<file path="src/rtl/vlf_pkg.sv">
package vlf_pkg;
  typedef enum logic [1:0] {
    LEN_NONE = 2'd0,
    LEN_ONE  = 2'd1,
    LEN_TWO  = 2'd2,
    LEN_FOUR = 2'd3
  } len_e;

  typedef struct packed {
    logic nib;
    len_e len;
  } op_info_t;
endpackage

</file>
<file path="src/rtl/vlf_len_table.sv">
// Opcode length lookup: 256 opcodes mapped by their top three bits.
module vlf_len_table
  import vlf_pkg::*;
(
  input  logic [7:0] op,
  output op_info_t   info
);
  always_comb begin
    info.nib = 1'b0;
    info.len = LEN_NONE;
    unique case (op[7:5])
      3'b000, 3'b001: info.nib = 1'b1;
      3'b100:         info.len = LEN_ONE;
      3'b101:         info.len = LEN_TWO;
      3'b110:         info.len = LEN_FOUR;
      default:        info.len = LEN_NONE;
    endcase
  end
endmodule

</file>
<file path="src/rtl/vlf_opnd_asm.sv">
// Operand gatherer: places each pushed byte at the next byte lane, LSB first.
module vlf_opnd_asm #(
  parameter int BYTES = 4,
  localparam int IW = (BYTES > 1) ? $clog2(BYTES) : 1
) (
  input  logic              clk,
  input  logic              rst,
  input  logic              clr,
  input  logic              push,
  input  logic [7:0]        din,
  output logic [IW-1:0]     idx,
  output logic [8*BYTES-1:0] merged
);
  logic [IW-1:0]      idx_q;
  logic [8*BYTES-1:0] acc_q;

  for (genvar g = 0; g < BYTES; g++) begin : g_lane
    assign merged[8*g +: 8] = (idx_q == IW'(g)) ? din : acc_q[8*g +: 8];
  end

  assign idx = idx_q;

  always_ff @(posedge clk) begin
    if (rst || clr) begin
      idx_q <= '0;
      acc_q <= '0;
    end else if (push) begin
      idx_q <= idx_q + 1'b1;
      acc_q <= merged;
    end
  end
endmodule

</file>
<file path="src/rtl/vlf_fetch.sv">
module vlf_fetch
  import vlf_pkg::*;
#(
  parameter int          ADDR_W   = 16,
  parameter logic [15:0] RESET_PC = 16'h0000,
  parameter int          OPND_MAX = 4,
  localparam int IMM_W = 8 * OPND_MAX,
  localparam int IW    = (OPND_MAX > 1) ? $clog2(OPND_MAX) : 1
) (
  input  logic              clk,
  input  logic              rst,
  output logic [ADDR_W-1:0] code_addr,
  input  logic [7:0]        code_byte,
  input  logic              code_valid,
  output logic              code_ready,
  input  logic              br_valid,
  input  logic [ADDR_W-1:0] br_target,
  output logic              out_valid,
  input  logic              out_ready,
  output logic [7:0]        out_op,
  output logic [1:0]        out_len,
  output logic [IMM_W-1:0]  out_imm,
  output logic [ADDR_W-1:0] out_pc
);
  typedef enum logic {S_OP, S_OPND} st_e;

  st_e               st;
  logic [ADDR_W-1:0] pc;
  logic [7:0]        op_q;
  len_e              len_q;
  logic [IW-1:0]     last_q;
  op_info_t          info;
  logic              take, asm_clr, asm_push;
  logic [IW-1:0]     asm_idx;
  logic [IMM_W-1:0]  asm_val;
  logic [IW-1:0]     last_n;

  vlf_len_table u_tbl (.op(code_byte), .info(info));

  assign code_ready = (!out_valid || out_ready) && !br_valid;
  assign take       = code_valid && code_ready;
  assign asm_clr    = br_valid || (take && st == S_OP);
  assign asm_push   = take && st == S_OPND;
  assign code_addr  = pc;

  vlf_opnd_asm #(.BYTES(OPND_MAX)) u_asm (
    .clk(clk), .rst(rst), .clr(asm_clr), .push(asm_push),
    .din(code_byte), .idx(asm_idx), .merged(asm_val)
  );

  always_comb begin
    unique case (info.len)
      LEN_ONE:  last_n = IW'(0);
      LEN_TWO:  last_n = IW'(1);
      default:  last_n = IW'(OPND_MAX - 1);
    endcase
  end

  always_ff @(posedge clk) begin
    if (rst) begin
      pc        <= ADDR_W'(RESET_PC);
      st        <= S_OP;
      out_valid <= 1'b0;
      out_op    <= '0;
      out_len   <= '0;
      out_imm   <= '0;
      out_pc    <= '0;
      op_q      <= '0;
      len_q     <= LEN_NONE;
      last_q    <= '0;
    end else if (br_valid) begin
      pc        <= br_target;
      st        <= S_OP;
      out_valid <= 1'b0;
    end else begin
      if (out_valid && out_ready) out_valid <= 1'b0;
      if (take) begin
        pc <= pc + 1'b1;
        if (st == S_OP) begin
          if (info.len == LEN_NONE) begin
            out_valid <= 1'b1;
            out_op    <= code_byte;
            out_len   <= LEN_NONE;
            out_imm   <= info.nib ? IMM_W'(code_byte[3:0]) : '0;
            out_pc    <= pc + 1'b1;
          end else begin
            op_q   <= code_byte;
            len_q  <= info.len;
            last_q <= last_n;
            st     <= S_OPND;
          end
        end else if (asm_idx == last_q) begin
          out_valid <= 1'b1;
          out_op    <= op_q;
          out_len   <= len_q;
          out_imm   <= asm_val;
          out_pc    <= pc + 1'b1;
          st        <= S_OP;
        end
      end
    end
  end
endmodule

</file>
<file path="config.mk">
export PLATFORM = sky130hd
export DESIGN_NAME = vlf_fetch
export DESIGN_NICKNAME = d
export VERILOG_FILES = /design/src/rtl/vlf_pkg.sv /design/src/rtl/vlf_len_table.sv /design/src/rtl/vlf_opnd_asm.sv /design/src/rtl/vlf_fetch.sv
export SDC_FILE = /design/constraint.sdc
export NUM_CORES = 1
export LEC_CHECK = 0
export BUFFER_PORTS_ARGS = -buffer_cell sky130_fd_sc_hd__buf_4
export CAP_MARGIN = 20
export CORE_ASPECT_RATIO = 1.4
export CORE_MARGIN = 3
export CORE_UTILIZATION = 56
export DETAILED_ROUTE_END_ITERATION = 12
export GPL_TIMING_DRIVEN = 0
export PLACE_DENSITY = 0.8
export SYNTH_ARGS = -nofsm -noshare
export SYNTH_HDL_FRONTEND = slang
export SYNTH_SLANG_ARGS = --single-unit
</file>
<file path="constraint.sdc">
create_clock -name clk -period 2.34 [get_ports clk]
set_input_delay 0.468 -clock clk [delete_from_list [all_inputs] [get_ports clk]]
set_output_delay 0.468 -clock clk [all_outputs]
set_load 0.005 [all_outputs]
</file>
# After elaboration in Yosys (flattened, before gate mapping)
# Cells that the tools add are included.
# totals
ff_bits	122
input_bits	29
wordCells	77
# classes
add_sub_neg	2
eq_ne	11
mux	30
bitwise_logic	3
reduce_logical	19
# op_table
operator	n
32-bit two-way mux	3
16-bit two-way mux	5
8-bit two-way mux	7
16-bit by 1-bit adder with 16-bit output (second input constant)	1
3-bit == test (second input constant)	3
1-bit two-way mux	9
4-bit AND reduction	2
2-bit == test (second input constant)	3
2-bit two-way mux	3
2-bit case mux with 3 select lines	1
1-bit logical AND	5
2-bit by 1-bit == test with 1-bit output (second input constant)	2
2-bit logical NOT	2
4-bit two-way mux	1
2-bit case mux with 2 select lines	1
2-bit nonzero test	2
2-bit OR reduction	2
3-bit by 1-bit == test with 1-bit output (second input constant)	1
3-bit logical NOT	1
1-bit logical OR	3
1-bit NOT	3
2-bit by 1-bit adder with 2-bit output (second input constant)	1
2-bit == test	1
1-bit logical NOT	2
2-bit by 1-bit != test with 1-bit output (second input constant)	1

# Depth between registers and ports, before layout
# depth
depth_word	7
ltp_mapped	10

# Hierarchy
# Synthesis repeated with hierarchy kept, for this count alone.
# hier_totals
cells_unflattened	652
hier_area_um2	5990.7
# by_module_without_submodules
module	instances	cells_per_inst	area_per_inst_um2
vlf_fetch	1	456	3928.8
vlf_opnd_asm	1	192	2034.5
vlf_len_table	1	4	27.5

# Least setup slack after synthesis
# OpenSTA, ideal clock, no wires.
# synth_timing
path_kind	input to register
startpoint	input port code_byte[6]
endpoint	register out_valid
setup_time_ns	0.115
arrival_ns	2.062
required_time_ns	2.225
setup_slack_ns	0.164
stages	10
n_path_buf	3
cell_sequence	clkbuf_1 -> xor2_1 -> nand2_1 -> ha_1 -> nand2b_1 -> o31a_1 -> nor2_1 -> buf_2 -> buf_2 -> o21a_1
# synth_via
elab_chain_len	6
elab_cells_between_ends	8
cone_classes	eq/ne (3); mux (4); reduce/logical (1)
# synth_lines
item	line_no	rtl
start: declaration	vlf_fetch.sv:13	input logic [7:0] code_byte,
3-bit == test	vlf_len_table.sv:11	unique case (op[7:5])
2-bit case mux with 3 select lines (*)	vlf_len_table.sv:11	
2-bit logical NOT (*)	vlf_fetch.sv:80	if (info.len == LEN_NONE) begin
1-bit two-way mux (*)	vlf_fetch.sv:80	
1-bit two-way mux (*)	vlf_fetch.sv:79	if (st == S_OP) begin
1-bit two-way mux (*)	vlf_fetch.sv:77	if (take) begin
end signal: assignment	vlf_fetch.sv:74	out_valid <= 1'b0;
end signal: assignment	vlf_fetch.sv:76	if (out_valid && out_ready) out_valid <= 1'b0;
end signal: assignment	vlf_fetch.sv:81	out_valid <= 1'b1;
end: declaration	vlf_fetch.sv:18	output logic out_valid,
# Every way passes the cells marked *; elsewhere a longest branch is shown, timed or not.
# A chain may end at the register's enable or synchronous reset.

# Worst setup path after layout
# layout_timing
startpoint	register pc[0] (netlist: code_addr[0])
endpoint	register pc[12] (netlist: code_addr[12])
# layout_via
elab_chain_len	3
# layout_lines
item	line_no	rtl
start: declaration	vlf_fetch.sv:28	logic [ADDR_W-1:0] pc;
start signal: assignment	vlf_fetch.sv:61	pc <= ADDR_W'(RESET_PC);
start signal: assignment	vlf_fetch.sv:72	pc <= br_target;
start signal: assignment	vlf_fetch.sv:78	pc <= pc + 1'b1;
16-bit by 1-bit adder with 16-bit output	vlf_fetch.sv:78	
16-bit two-way mux	vlf_fetch.sv:77	
16-bit two-way mux	vlf_fetch.sv:71	end else if (br_valid) begin
# No other way between the ends. The select of a mux whose other input is x is not followed.

==> impl_metrics.py <==
metrics = {
    "timing": {
        "fin_crit_sh": 0.908,
        "relSlewSlack": 0.518,
        "report.final.slew_viol_count": 0,
        "tightestPinTransition_ns": 0.722,
        "skew_ns": 0.00535,
        "hold_viol": 0,
        "fin_ws_ns": 0.216,
        "timing.final.crit_period_ns": 2.12,
        "fmax_mhz": 471,
        "finalSetupViolCount": 0,
        "fin_hold_ws_ns": 0.312,
        "rsz0062_at_grt": "no",
    },
    "power_and_ir_drop": {
        "leakagePower_nw": 2.58,
        "ir_drop_v": 0.000567,
        "power_density_mw_per_mm2": 782,
        "p_total_mw": 5.64,
    },
    "hold_path": {
        "hold_class": "input pin to register",
        "min-delay-start": "br_target[13]",
    },
    "die": {
        "dieHeight_um": 125,
        "die-area_mm2": 0.0113,
        "ioPinCount": 105,
        "chipWidth_um": 90.8,
        "core_area_mm2": 0.00962,
        "initial_core_util": 0.586,
        "rows": 42,
    },
    "route": {
        "wl_per_cell_um": 18.1,
        "drt_wl_total_um": 16400,
        "firstDrtPassIters": 6,
        "ant_nets": 0,
        "vias": 5382,
        "drt-initial-drc-count": 299,
        "avgViaCountPerCell": 5.93,
        "route.detailed.drc": 0,
    },
    "synth": {
        "ys.warnings.count": 0,
        "synth_top_family_by_area": "compound AO/OA/AOI/OAI gates",
        "synthMuxAreaShare": 0.0750,
        "synth-xor-area-share": 0.0373,
        "synth_cell_types": 46,
        "synthAdderAreaFrac": 0.0155,
        "ys_ff_latch": 122,
        "ys.flop_type": "dfxtp_1",
        "synth_compound_area_frac": 0.209,
        "synth-simple-area-share": 0.167,
        "syn_nets": 681,
        "avgSynthCellArea_um2": 8.74,
        "async_reset_ff_frac": 0,
        "synth-seq-area-share": 0.433,
        "syn_area_mm2": 0.00564,
        "synth_cells": 645,
        "synth_edf_count": 0,
    },
    "grt": {
        "overflow": 0,
        "grt_max_degree": 17,
        "grt_pass1_wl_um": 26800,
        "antenna_found_initial": 0,
        "track_usage": 0.294,
        "grt_pass1_vias": 5382,
    },
    "worst_setup_path": {
        "cp-startpoint": "code_addr[0]",
        "crit_path_start_kind": "register",
        "cp_data_arrival_time_ns": 2.44,
        "r2r-start": "code_addr[0]",
        "cp_max_fo": 5,
        "crit_required_ns": 2.66,
        "path_class": "register to register",
        "end_kind": "register",
    },
    "final_layout": {
        "layout-drive-gt1-share": 0.206,
        "nFillCells": 750,
        "n_antenna_cell": 0,
        "synthToLayoutAreaGrowth_pct": 27.9,
        "fin_nets": 799,
        "final_util": 0.750,
        "layout_common_cells": "dfxtp_1 (122), buf_4 (101), a21oi_1 (78)",
        "instances_no_fill": 908,
        "final_common_cell": "dfxtp_1",
    },
    "clock_network": {
        "cts-hold-fix-buffers": 0,
        "numClockSinks": 122,
        "cts_root_buf": "clkbuf_16",
        "path_clk_slew_ns": 0.06,
        "cts_made_buffers": 17,
        "htreeDepth": 4,
        "cts_max_path_buffers": 2,
        "cts_tree": "built",
        "clk_latency_ns": 0.42,
    },
    "place": {
        "place_ws_ns": -0.510,
        "portBuffers": 96,
        "dpl.cell_count": 873,
        "hpwlAfterDp_um": 11700,
        "gp_congestion": 0.879,
    },
    "run_status": {
        "run_status": "complete, no violations",
    },
    "flow_run": {
        "max_cap_violations": 0,
    },
}
==> cell usage after synthesis, types with 9 or more instances <==
library cell / number / share of area
a21oi_1: 78 / 0.069
nand3_1: 20 / 0.018
nand2_1: 35 / 0.023
clkbuf_1: 44 / 0.029
dfxtp_1: 122 / 0.43
mux2i_1: 40 / 0.071
xnor2_1: 17 / 0.026
nor2_1: 58 / 0.039
buf_2: 9 / 0.0080
nand3b_1: 28 / 0.037
a211oi_1: 61 / 0.081
o21ai_0: 34 / 0.030
==> what timing repair did <==
action / in CTS / in global routing
endpoints found under the setup margin: 10 / 26
gates resized for setup: 2 / 3
buffers inserted: 0 / 4
pin swaps: 0 / 1
==> worst paths after layout <==
| kind | endpoint | slack (ns) | cells past startpoint |
|---|---|---|---|
| setup / recovery | code_addr[12] | 0.22 | 5 |
| hold / removal | code_addr[13] | 0.31 | 3 |
| setup reg to reg | code_addr[12] | 0.22 | 5 |
| hold reg to reg | op_q[4] | 0.46 | 2 |
==> layer usage <==
layer | share of wire | GRT usage | routed length, um | vias to the layer above
li1 | - | - | - | 2559
met3 | 0.062 | 0.0737 | 1010 | 48
met5 | 0 | 0 | 0 | -
met4 | 0.034 | 0.131 | 554 | 0
met2 | 0.53 | 0.541 | 8710 | 224
met1 | 0.37 | 0.311 | 6130 | 2551
==> where the power goes <==
part | total, mW | leakage (nW) | switching [mW] | internal (mW)
Combinational | 0.571 | 1.28 | 0.340 | 0.231
Sequential | 2.20 | 0.991 | 0.0549 | 2.14
Clock | 2.87 | 0.307 | 0.975 | 1.89
Total | 5.64 | 2.58 | 1.37 | 4.27
==> through the flow <==
step                setup TNS [ns]  instance area (um^2)
global route                     0                  7210
CTS                              0                  7170
floorplan                        0                  5640
global placement            -22.60                  6520
detailed placement          -24.12                  6520
finish                           0                  7210
==> critical path: stages, from the launching register on <==
cell and delay (ns):
dfxtp_1 0.47, ha_1 0.31, nand4_1 0.18, or4_4 0.49, or3_1 0.32, a311oi_1 0.26
==> kinds of logic (layout without fill, tap and decap cells) <==
kind of cell | after synthesis | in the layout
flip-flops | 122 | 122
multiplexers | 42 | 42
buffers and inverters | 75 | 206
AO/OA/AOI/OAI | 192 | 192
XOR/XNOR | 24 | 24
AND/OR/NAND/NOR | 183 | 183
adder cells (fa/ha/maj) | 7 | 7
==> layout make-up <==
type | instances | area (um^2) | share of cell area
multi-input cells | 448 | 2840 | 0.394
repair buffers | 100 | 751 | 0.104
plain buffers | 65 | 322 | 0.0446
clock buffers | 18 | 429 | 0.0595
well taps | 132 | 165 | 0.0229
flip-flops and latches | 122 | 2440 | 0.339
clock inverters | 14 | 221 | 0.0307
inverters | 9 | 37.5 | 0.00521
==> state kept, by name, indices dropped and copies added, names as in the netlist <==
signal and cells:
out_imm 32, u_asm.acc_q 32, code_addr 16, out_pc 16, op_q 8, out_op 8
last_q 2, len_q 2, out_len 2, u_asm.idx 2, out_valid 1, st 1
Power figures use the tool's default switching activity.
